`src/rtl/i2c_rb_pkg.sv`:
```
package i2c_rb_pkg;

  typedef enum logic [2:0] {
    ST_IDLE,
    ST_ADDR,
    ST_ADDR_ACK,
    ST_RX,
    ST_RX_ACK,
    ST_TX,
    ST_TX_ACK,
    ST_TX_NEXT
  } busState_t;

  // strobes from control to datapath
  typedef struct packed {
    logic shiftIn;   // capture sampled SDA into the shifter
    logic shiftOut;  // move the transmit shifter one bit left
    logic loadTx;    // load the shifter from the pointer, then advance pointer
    logic commitRx;  // received byte: load pointer or write register
    logic armPtr;    // next received byte is a pointer byte
  } dpCmd_t;

endpackage

```
`src/rtl/i2c_rb_sync.sv`:
```
module i2c_rb_sync #(
  parameter int STAGES = 2
) (
  input  logic clk,
  input  logic rstN,
  input  logic sclIn,
  input  logic sdaIn,
  output logic sclLevel,
  output logic sdaLevel,
  output logic sclRise,
  output logic sclFall,
  output logic busStart,
  output logic busStop
);
  localparam int LAST = STAGES - 1;

  logic [LAST:0] sclPipe;
  logic [LAST:0] sdaPipe;
  logic sclPrev;
  logic sdaPrev;

  generate
    if (STAGES == 1) begin : g_single
      always_ff @(posedge clk or negedge rstN) begin
        if (!rstN) begin
          sclPipe <= '1;
          sdaPipe <= '1;
        end else begin
          sclPipe[0] <= sclIn;
          sdaPipe[0] <= sdaIn;
        end
      end
    end else begin : g_chain
      always_ff @(posedge clk or negedge rstN) begin
        if (!rstN) begin
          sclPipe <= '1;
          sdaPipe <= '1;
        end else begin
          sclPipe <= {sclPipe[LAST-1:0], sclIn};
          sdaPipe <= {sdaPipe[LAST-1:0], sdaIn};
        end
      end
    end
  endgenerate

  always_ff @(posedge clk or negedge rstN) begin
    if (!rstN) begin
      sclPrev <= 1'b1;
      sdaPrev <= 1'b1;
    end else begin
      sclPrev <= sclPipe[LAST];
      sdaPrev <= sdaPipe[LAST];
    end
  end

  assign sclLevel = sclPipe[LAST];
  assign sdaLevel = sdaPipe[LAST];
  assign sclRise  = sclLevel & ~sclPrev;
  assign sclFall  = ~sclLevel & sclPrev;
  assign busStart = sclLevel & sclPrev & sdaPrev & ~sdaLevel;
  assign busStop  = sclLevel & sclPrev & ~sdaPrev & sdaLevel;

endmodule

```
`src/rtl/i2c_rb_ctrl.sv`:
```
module i2c_rb_ctrl
  import i2c_rb_pkg::*;
(
  input  logic       clk,
  input  logic       rstN,
  input  logic [6:0] devAddr,
  input  logic       sclLevel,
  input  logic       sdaLevel,
  input  logic       sclRise,
  input  logic       sclFall,
  input  logic       busStart,
  input  logic       busStop,
  input  logic [7:0] rxByte,
  input  logic       txMsb,
  input  logic       shiftNext,
  output dpCmd_t     cmd,
  output logic       pullLow
);
  busState_t state, nState;
  logic [3:0] bitCnt, nBitCnt;
  logic       readMode, nReadMode;
  logic       nPullLow;
  logic       addrHit;
  logic       byteDone;

  assign addrHit  = (rxByte[7:1] == devAddr) || (rxByte[7:1] == 7'd0);
  assign byteDone = (bitCnt == 4'd8);

  always_comb begin
    nState    = state;
    nBitCnt   = bitCnt;
    nReadMode = readMode;
    nPullLow  = pullLow;
    cmd       = '0;
    if (busStop) begin
      nState   = ST_IDLE;
      nPullLow = 1'b0;
    end else if (busStart) begin
      nState   = ST_ADDR;
      nBitCnt  = 4'd0;
      nPullLow = 1'b0;
    end else begin
      case (state)
        ST_IDLE: ;
        ST_ADDR: begin
          if (sclRise) begin
            cmd.shiftIn = 1'b1;
            nBitCnt     = bitCnt + 4'd1;
          end else if (sclFall && byteDone) begin
            nBitCnt = 4'd0;
            if (addrHit) begin
              nPullLow   = 1'b1;
              nReadMode  = rxByte[0];
              cmd.armPtr = ~rxByte[0];
              nState     = ST_ADDR_ACK;
            end else begin
              nState = ST_IDLE;
            end
          end
        end
        ST_ADDR_ACK: begin
          if (sclFall) begin
            if (readMode) begin
              cmd.loadTx = 1'b1;
              nPullLow   = ~txMsb;
              nState     = ST_TX;
            end else begin
              nPullLow = 1'b0;
              nState   = ST_RX;
            end
          end
        end
        ST_RX: begin
          if (sclRise) begin
            cmd.shiftIn = 1'b1;
            nBitCnt     = bitCnt + 4'd1;
          end else if (sclFall && byteDone) begin
            cmd.commitRx = 1'b1;
            nPullLow     = 1'b1;
            nBitCnt      = 4'd0;
            nState       = ST_RX_ACK;
          end
        end
        ST_RX_ACK: begin
          if (sclFall) begin
            nPullLow = 1'b0;
            nState   = ST_RX;
          end
        end
        ST_TX: begin
          if (sclRise) begin
            nBitCnt = bitCnt + 4'd1;
          end else if (sclFall) begin
            if (byteDone) begin
              nPullLow = 1'b0;
              nBitCnt  = 4'd0;
              nState   = ST_TX_ACK;
            end else begin
              cmd.shiftOut = 1'b1;
              nPullLow     = ~shiftNext;
            end
          end
        end
        ST_TX_ACK: begin
          if (sclRise) nState = sdaLevel ? ST_IDLE : ST_TX_NEXT;
        end
        ST_TX_NEXT: begin
          if (sclFall) begin
            cmd.loadTx = 1'b1;
            nPullLow   = ~txMsb;
            nState     = ST_TX;
          end
        end
        default: nState = ST_IDLE;
      endcase
    end
  end

  always_ff @(posedge clk or negedge rstN) begin
    if (!rstN) begin
      state    <= ST_IDLE;
      bitCnt   <= 4'd0;
      readMode <= 1'b0;
      pullLow  <= 1'b0;
    end else begin
      state    <= nState;
      bitCnt   <= nBitCnt;
      readMode <= nReadMode;
      pullLow  <= nPullLow;
    end
  end

  // any start sends the block to the address phase
  assert_start_to_addr_R9: assert property (@(posedge clk) disable iff (!rstN)
    busStart |=> (state == ST_ADDR));

  // a stop leaves the block idle with SDA released
  assert_stop_to_idle_R9: assert property (@(posedge clk) disable iff (!rstN)
    busStop |=> (state == ST_IDLE) && !pullLow);

  // the open-drain output moves only while SCL is low
  assert_pull_scl_low_R10: assert property (@(posedge clk) disable iff (!rstN)
    (pullLow != $past(pullLow)) |-> !$past(sclLevel));

  // at most one datapath operation per cycle
  assert_cmd_onehot_R4: assert property (@(posedge clk) disable iff (!rstN)
    $onehot0({cmd.shiftIn, cmd.shiftOut, cmd.loadTx, cmd.commitRx}));

endmodule

```
`src/rtl/i2c_rb_dpath.sv`:
```
module i2c_rb_dpath
  import i2c_rb_pkg::*;
#(
  parameter int NUM_REGS = 8,
  parameter int IDX_W    = 3
) (
  input  logic                  clk,
  input  logic                  rstN,
  input  dpCmd_t                cmd,
  input  logic                  sdaBit,
  output logic [7:0]            rxByte,
  output logic                  txMsb,
  output logic                  shiftNext,
  output logic [NUM_REGS*8-1:0] regData,
  output logic                  wrStrobe,
  output logic [IDX_W-1:0]      wrIndex
);
  localparam logic [7:0] PTR_LIMIT = 8'(NUM_REGS);

  logic [7:0] regFile [NUM_REGS];
  logic [7:0] shiftReg;
  logic [7:0] ptr;
  logic       ptrLoaded;
  logic       inRange;
  logic [7:0] readData;
  logic [IDX_W-1:0] ptrIdx;

  assign inRange  = (ptr < PTR_LIMIT);
  assign ptrIdx   = ptr[IDX_W-1:0];
  assign readData = inRange ? regFile[ptrIdx] : 8'h00;

  assign rxByte    = shiftReg;
  assign txMsb     = readData[7];
  assign shiftNext = shiftReg[6];

  always_ff @(posedge clk or negedge rstN) begin
    if (!rstN) begin
      shiftReg <= 8'h00;
    end else if (cmd.shiftIn) begin
      shiftReg <= {shiftReg[6:0], sdaBit};
    end else if (cmd.shiftOut) begin
      shiftReg <= {shiftReg[6:0], 1'b0};
    end else if (cmd.loadTx) begin
      shiftReg <= readData;
    end
  end

  always_ff @(posedge clk or negedge rstN) begin
    if (!rstN) begin
      ptr       <= 8'h00;
      ptrLoaded <= 1'b0;
    end else if (cmd.armPtr) begin
      ptrLoaded <= 1'b0;
    end else if (cmd.commitRx && !ptrLoaded) begin
      ptr       <= shiftReg;
      ptrLoaded <= 1'b1;
    end else if (cmd.loadTx) begin
      ptr <= ptr + 8'd1;
    end
  end

  always_ff @(posedge clk or negedge rstN) begin
    if (!rstN) begin
      wrStrobe <= 1'b0;
      wrIndex  <= '0;
    end else begin
      wrStrobe <= cmd.commitRx && ptrLoaded && inRange;
      if (cmd.commitRx && ptrLoaded && inRange) wrIndex <= ptrIdx;
    end
  end

  generate
    for (genvar g = 0; g < NUM_REGS; g++) begin : g_reg
      always_ff @(posedge clk or negedge rstN) begin
        if (!rstN) begin
          regFile[g] <= 8'h00;
        end else if (cmd.commitRx && ptrLoaded && inRange && (ptrIdx == IDX_W'(g))) begin
          regFile[g] <= shiftReg;
        end
      end
      assign regData[g*8 +: 8] = regFile[g];
    end
  endgenerate

  // data bytes never move the pointer
  assert_ptr_fixed_R4: assert property (@(posedge clk) disable iff (!rstN)
    (cmd.commitRx && ptrLoaded) |=> $stable(ptr));

  // out-of-range reads shift out zero
  assert_rd_zero_R6: assert property (@(posedge clk) disable iff (!rstN)
    (cmd.loadTx && !inRange) |=> (shiftReg == 8'h00));

  // write addressing makes the next byte a pointer byte
  assert_rearm_R8: assert property (@(posedge clk) disable iff (!rstN)
    cmd.armPtr |=> !ptrLoaded);

endmodule

```
`src/rtl/i2c_reg_bank.sv`:
```
module i2c_reg_bank
  import i2c_rb_pkg::*;
#(
  parameter int NUM_REGS    = 8,
  parameter int SYNC_STAGES = 2,
  localparam int IDX_W      = (NUM_REGS > 1) ? $clog2(NUM_REGS) : 1
) (
  input  logic                  clk,
  input  logic                  rstN,
  input  logic [6:0]            devAddr,
  input  logic                  sclIn,
  input  logic                  sdaIn,
  output logic                  sdaPullLow,
  output logic [NUM_REGS*8-1:0] regData,
  output logic                  wrStrobe,
  output logic [IDX_W-1:0]      wrIndex
);
  logic sclLevel, sdaLevel, sclRise, sclFall, busStart, busStop;
  logic [7:0] rxByte;
  logic txMsb, shiftNext;
  dpCmd_t cmd;

  i2c_rb_sync #(.STAGES(SYNC_STAGES)) u_sync (
    .clk(clk), .rstN(rstN), .sclIn(sclIn), .sdaIn(sdaIn),
    .sclLevel(sclLevel), .sdaLevel(sdaLevel), .sclRise(sclRise),
    .sclFall(sclFall), .busStart(busStart), .busStop(busStop)
  );

  i2c_rb_ctrl u_ctrl (
    .clk(clk), .rstN(rstN), .devAddr(devAddr),
    .sclLevel(sclLevel), .sdaLevel(sdaLevel), .sclRise(sclRise),
    .sclFall(sclFall), .busStart(busStart), .busStop(busStop),
    .rxByte(rxByte), .txMsb(txMsb), .shiftNext(shiftNext),
    .cmd(cmd), .pullLow(sdaPullLow)
  );

  i2c_rb_dpath #(.NUM_REGS(NUM_REGS), .IDX_W(IDX_W)) u_dpath (
    .clk(clk), .rstN(rstN), .cmd(cmd), .sdaBit(sdaLevel),
    .rxByte(rxByte), .txMsb(txMsb), .shiftNext(shiftNext),
    .regData(regData), .wrStrobe(wrStrobe), .wrIndex(wrIndex)
  );

endmodule

```
`config.mk`:
```
export PLATFORM = sky130hd
export DESIGN_NAME = i2c_reg_bank
export DESIGN_NICKNAME = d
export VERILOG_FILES = /design/src/rtl/i2c_rb_pkg.sv /design/src/rtl/i2c_rb_sync.sv /design/src/rtl/i2c_rb_ctrl.sv /design/src/rtl/i2c_rb_dpath.sv /design/src/rtl/i2c_reg_bank.sv
export SDC_FILE = /design/constraint.sdc
export NUM_CORES = 1
export LEC_CHECK = 0
export ABC_AREA = 0
export ABC_CLOCK_PERIOD_IN_PS = 4300
export BUFFER_PORTS_ARGS = -buffer_cell sky130_fd_sc_hd__buf_2
export CAP_MARGIN = 25
export CORE_ASPECT_RATIO = 1.25
export CORE_MARGIN = 2
export CORE_UTILIZATION = 35
export CTS_BUF_LIST = sky130_fd_sc_hd__clkbuf_4 sky130_fd_sc_hd__clkbuf_8 sky130_fd_sc_hd__clkbuf_16
export CTS_CLUSTER_SIZE = 25
export DETAILED_ROUTE_END_ITERATION = 8
export SYNTH_ARGS = -nofsm -noshare
export SYNTH_HDL_FRONTEND = slang
export SYNTH_SLANG_ARGS = --single-unit
```
`constraint.sdc`:
```
create_clock -name clk -period 4.3 [get_ports clk]
set_input_delay 0.215 -clock clk [delete_from_list [all_inputs] [get_ports clk]]
set_output_delay 0.215 -clock clk [all_outputs]
set_load 0.01 [all_outputs]
```
==> summary.txt <==
Placed design
  – Pre-CTS WS: between 1000 and 1500 ps
  – Placed wire-length estimate: about 8900 um
  – IO buf count: just under 80
  – Routability cong.: between 0.8 and 0.9

Timing
  – TNS Setup: 0 ps
  – Final Skew: around 10 ps
  – Min Tclk post-route: 2942 ps
  – Final Hold Vio Count: 0
  – Fmax: around 340 MHz
  – Finish-stage setup viols: 0
  – Unrepaired setup endpoints after global routing: no
  – Max Slew Vio Count: 0
  – Measured slew at the worst slew-check pin: approximately 950 ps
  – Slew HR: 0.3696
  – Worst hold slack: approximately 220 ps
  – Final worst-path cycle share: 0.6841
  – Final worst setup slack: roughly 1400 ps

Route
  – Average routed wire per standard cell: between 15 and 20 um
  – Final wirelength: between 10,000 and 15,000 um
  – Drt via density: around 5.4
  – DRT antenna net count: 0
  – DRT Pass-1 Iters: 4
  – DRT iter0 DRCs: 150
  – Drt drc: 0
  – Via count: between 3,000 and 4,000

Synth
  – Most common cell in the netlist: dfrtp_1
  – Post-Synthesis Net Count: ~420
  – Synth area leaders: dfrtp_1, mux2_2, mux2_1
  – FF+latch count, synth: 100
  – Post-synth top flop: dfrtp_1
  – Largest area contributor in the netlist: dfrtp_1
  – Post-synthesis cell count: roughly 400
  – Post-synthesis sequential area ratio: 0.4976
  – Mapped Avg Cell Area: 12.58 um^2
  – Top post-synthesis cells by count: dfrtp_1, mux2_2, nand2_1, mux2_1, clkbuf_1
  – EDFF count, synth: 0
  – Yosys warning count: 0
  – Netlist Area Pre-Place: approximately 5000 um^2
  – Post-synth top area share: 0.4664
  – Cell variety after synth: 56
  – Share of async-settable or async-resettable flops after synthesis: 1.000

Power and ir drop
  – Cell Int Power: 0.001709 W
  – Clk pwr share: 0.355
  – Switching Share: 0.3212
  – Switch Pwr: 0.0008088 W
  – Sequential power share: 0.486
  – Max rail drop VDD: around 0.23 mV
  – Total Power: between 0.002 and 0.003 W
  – Leak: ~3.0 nW
  – PwrDens: ~420 nW/um^2
  – Gate power share: 0.158

Global route
  – Grt met2 use: 0.3026
  – First-pass GRT wire length: around 21,000 um
  – Largest net degree at the start of global routing: between 70 and 80
  – Global route hottest layer: met2
  – Number of global-route vias before repair: about 3,800
  – Global Route Usage Sum: 0.1700
  – Initial antenna violation count: 0
  – Final global-route overflow total: 0
  – GR Util met1: 0.2073
  – GR Util met3: 0.03157

Setup path
  – Largest stage delay on the critical path: ~550 ps
  – CP required: 4530 ps
  – Worst R2R Setup Slack: around 1400 ps
  – CP cell instances: inv_1, ha_1, nand2b_1, or3_4, nor4_4, buf_4, nand3_1, mux2_2
  – WS Path Type: reg2reg
  – Crit path capture type: flop
  – Worst EP arrival: ~3200 ps
  – Critical R2R Launch: u_sync.sclPrev
  – Worst Reg2Reg Path Length in Cells: 8
  – Startpoint Class: flop
  – Reg-to-Reg End: u_dpath.regData[12]
  – CP Max Fanout: 12
  – Slowest library cell on the worst path: dfstp_2

Clocking
  – Skew-Pair Late Insertion Delay: approximately 350 ps
  – Clk slew on worst S/H paths: approximately 70 ps
  – Post-CTS Resized: 0
  – Longest Clk Path Bufs: 2
  – CTS tree: done
  – Hold buffers post-CTS: 2
  – CTS Buf Count: 9
  – H-tree depth: 3
  – Clk sink count: 100
  – Post-CTS setup repair buffer count: 0
  – Root buffer cell: clkbuf_16

Status
  – Status: finished clean

Floorplanning
  – Die area: ~15,000 um^2
  – Die H: ~140 um
  – Rows: 49
  – Die X: 111.4 um
  – Core box area: 14,220 um^2
  – Ports: 80
  – Starting Density: 0.3546

Finish
  – Area Overhead vs Synth: 19.20%
  – Diode count: 0
  – Fin util: 0.4227
  – Final #Nets: between 500 and 600
  – Share of layout cells above drive strength 1: 0.3567

Job
  – Max Cap Viol: 0

Hold path
  – Worst hold path class: in2async
-- cells by family (layout without fill, tap and decap cells) --
| logic type | after synthesis | count (layout) | synth area share |
|---|---|---|---|
| buffers and inverters | 36 | 120 | 0.02878 |
| adders and majority gates | 11 | 11 | 0.02729 |
| DFF | 100 | 100 | 0.4976 |
| and+or+nand+nor | 95 | 95 | 0.1109 |
| xor gates and xnor gates | 14 | 14 | 0.02431 |
| AOI/OAI and AO/OA | 57 | 57 | 0.07964 |
| muxes | 88 | 88 | 0.2315 |
-- state kept, by name (all words and copies together) (netlist names), 2 cells and up --
name / cells
u_sync.sdaPipe: 2
u_dpath.ptr: 8
u_dpath.regData: 64
u_dpath.rxByte: 8
u_dpath.wrIndex: 3
u_ctrl.bitCnt: 4
u_sync.sclPipe: 2
u_ctrl.state: 3
-- worst max path at each step --
stage                   startpoint                   to  slack (ps)  cells past startpoint
detailed placement  u_sync.sclPrev  u_dpath.regData[55]        1370                      8
finish              u_sync.sclPrev  u_dpath.regData[12]        1360                      8
global placement    u_sync.sclPrev  u_dpath.regData[53]        1430                      8
CTS                 u_sync.sclPrev  u_dpath.regData[55]        1360                      8
floorplan           u_sync.sclPrev  u_dpath.regData[40]        1790                      8
global route        u_sync.sclPrev  u_dpath.regData[15]        1200                      8
-- worst max-delay path: cells and delay by family, from the launching register on --
family                   cells  cell delay (ps)
adder cells (fa/ha/maj)      1              270
buffers and inverters        2              320
multiplexers                 1              400
flip-flops                   1              550
AND/OR/NAND/NOR              4             1280
-- power groups by stage --
stage	registers, W	logic [W]	clock network (W)
after CTS	0.00122	0.000398	0.000915
after floorplan	0.00107	0.000401	0
final	0.00122	0.000398	0.000895
after global routing	0.00125	0.000444	0.000952
after global placement	0.00124	0.000385	0
after detailed placement	0.00124	0.000395	0
-- cell usage in the layout, fill, tap and decap left out, drive strengths merged, types with 3 or more instances in the layout --
cell type and count:
inv 16, mux4 16, xor2 9, dfrtp 94, nor2b 4, nand4 3
nand2b 4, clkbuf 9, nand3b 4, nor3 6, xnor2 5, ha 11
dfstp 6, o21ai 15, a21oi 9, nor4 5, buf 87, a221o 7
dlygate4sd3 3, nand2 36, nor2 11, mux2i 3, nand3 9, a21o 3
a31oi 5, mux2 69
-- routing by layer --
layer | up-vias | wire [um]
li1 | 1633 | -
met1 | 1824 | 5159
met2 | 82 | 6845
met3 | 14 | 513
met4 | 0 | 169
met5 | - | 0
-- layout make-up --
type | instances | area, um^2
Multi-Input combinational cell | 265 | 2389
Sequential cell | 100 | 2510
Fill cell | 1355 | 8212
Clock inverter | 7 | 105.1
Clock buffer | 9 | 225.2
Tap cell | 178 | 222.7
Timing Repair Buffer | 90 | 508.0
Inverter | 14 | 52.55
-- through the flow --
stage	cells	cell area, um^2
after global routing	663	6012
after floorplan	401	5044
final	663	6012
after CTS	661	5974
after detailed placement	643	5624
after global placement	643	5624
Note: power is estimated with default switching activity, not from simulation.
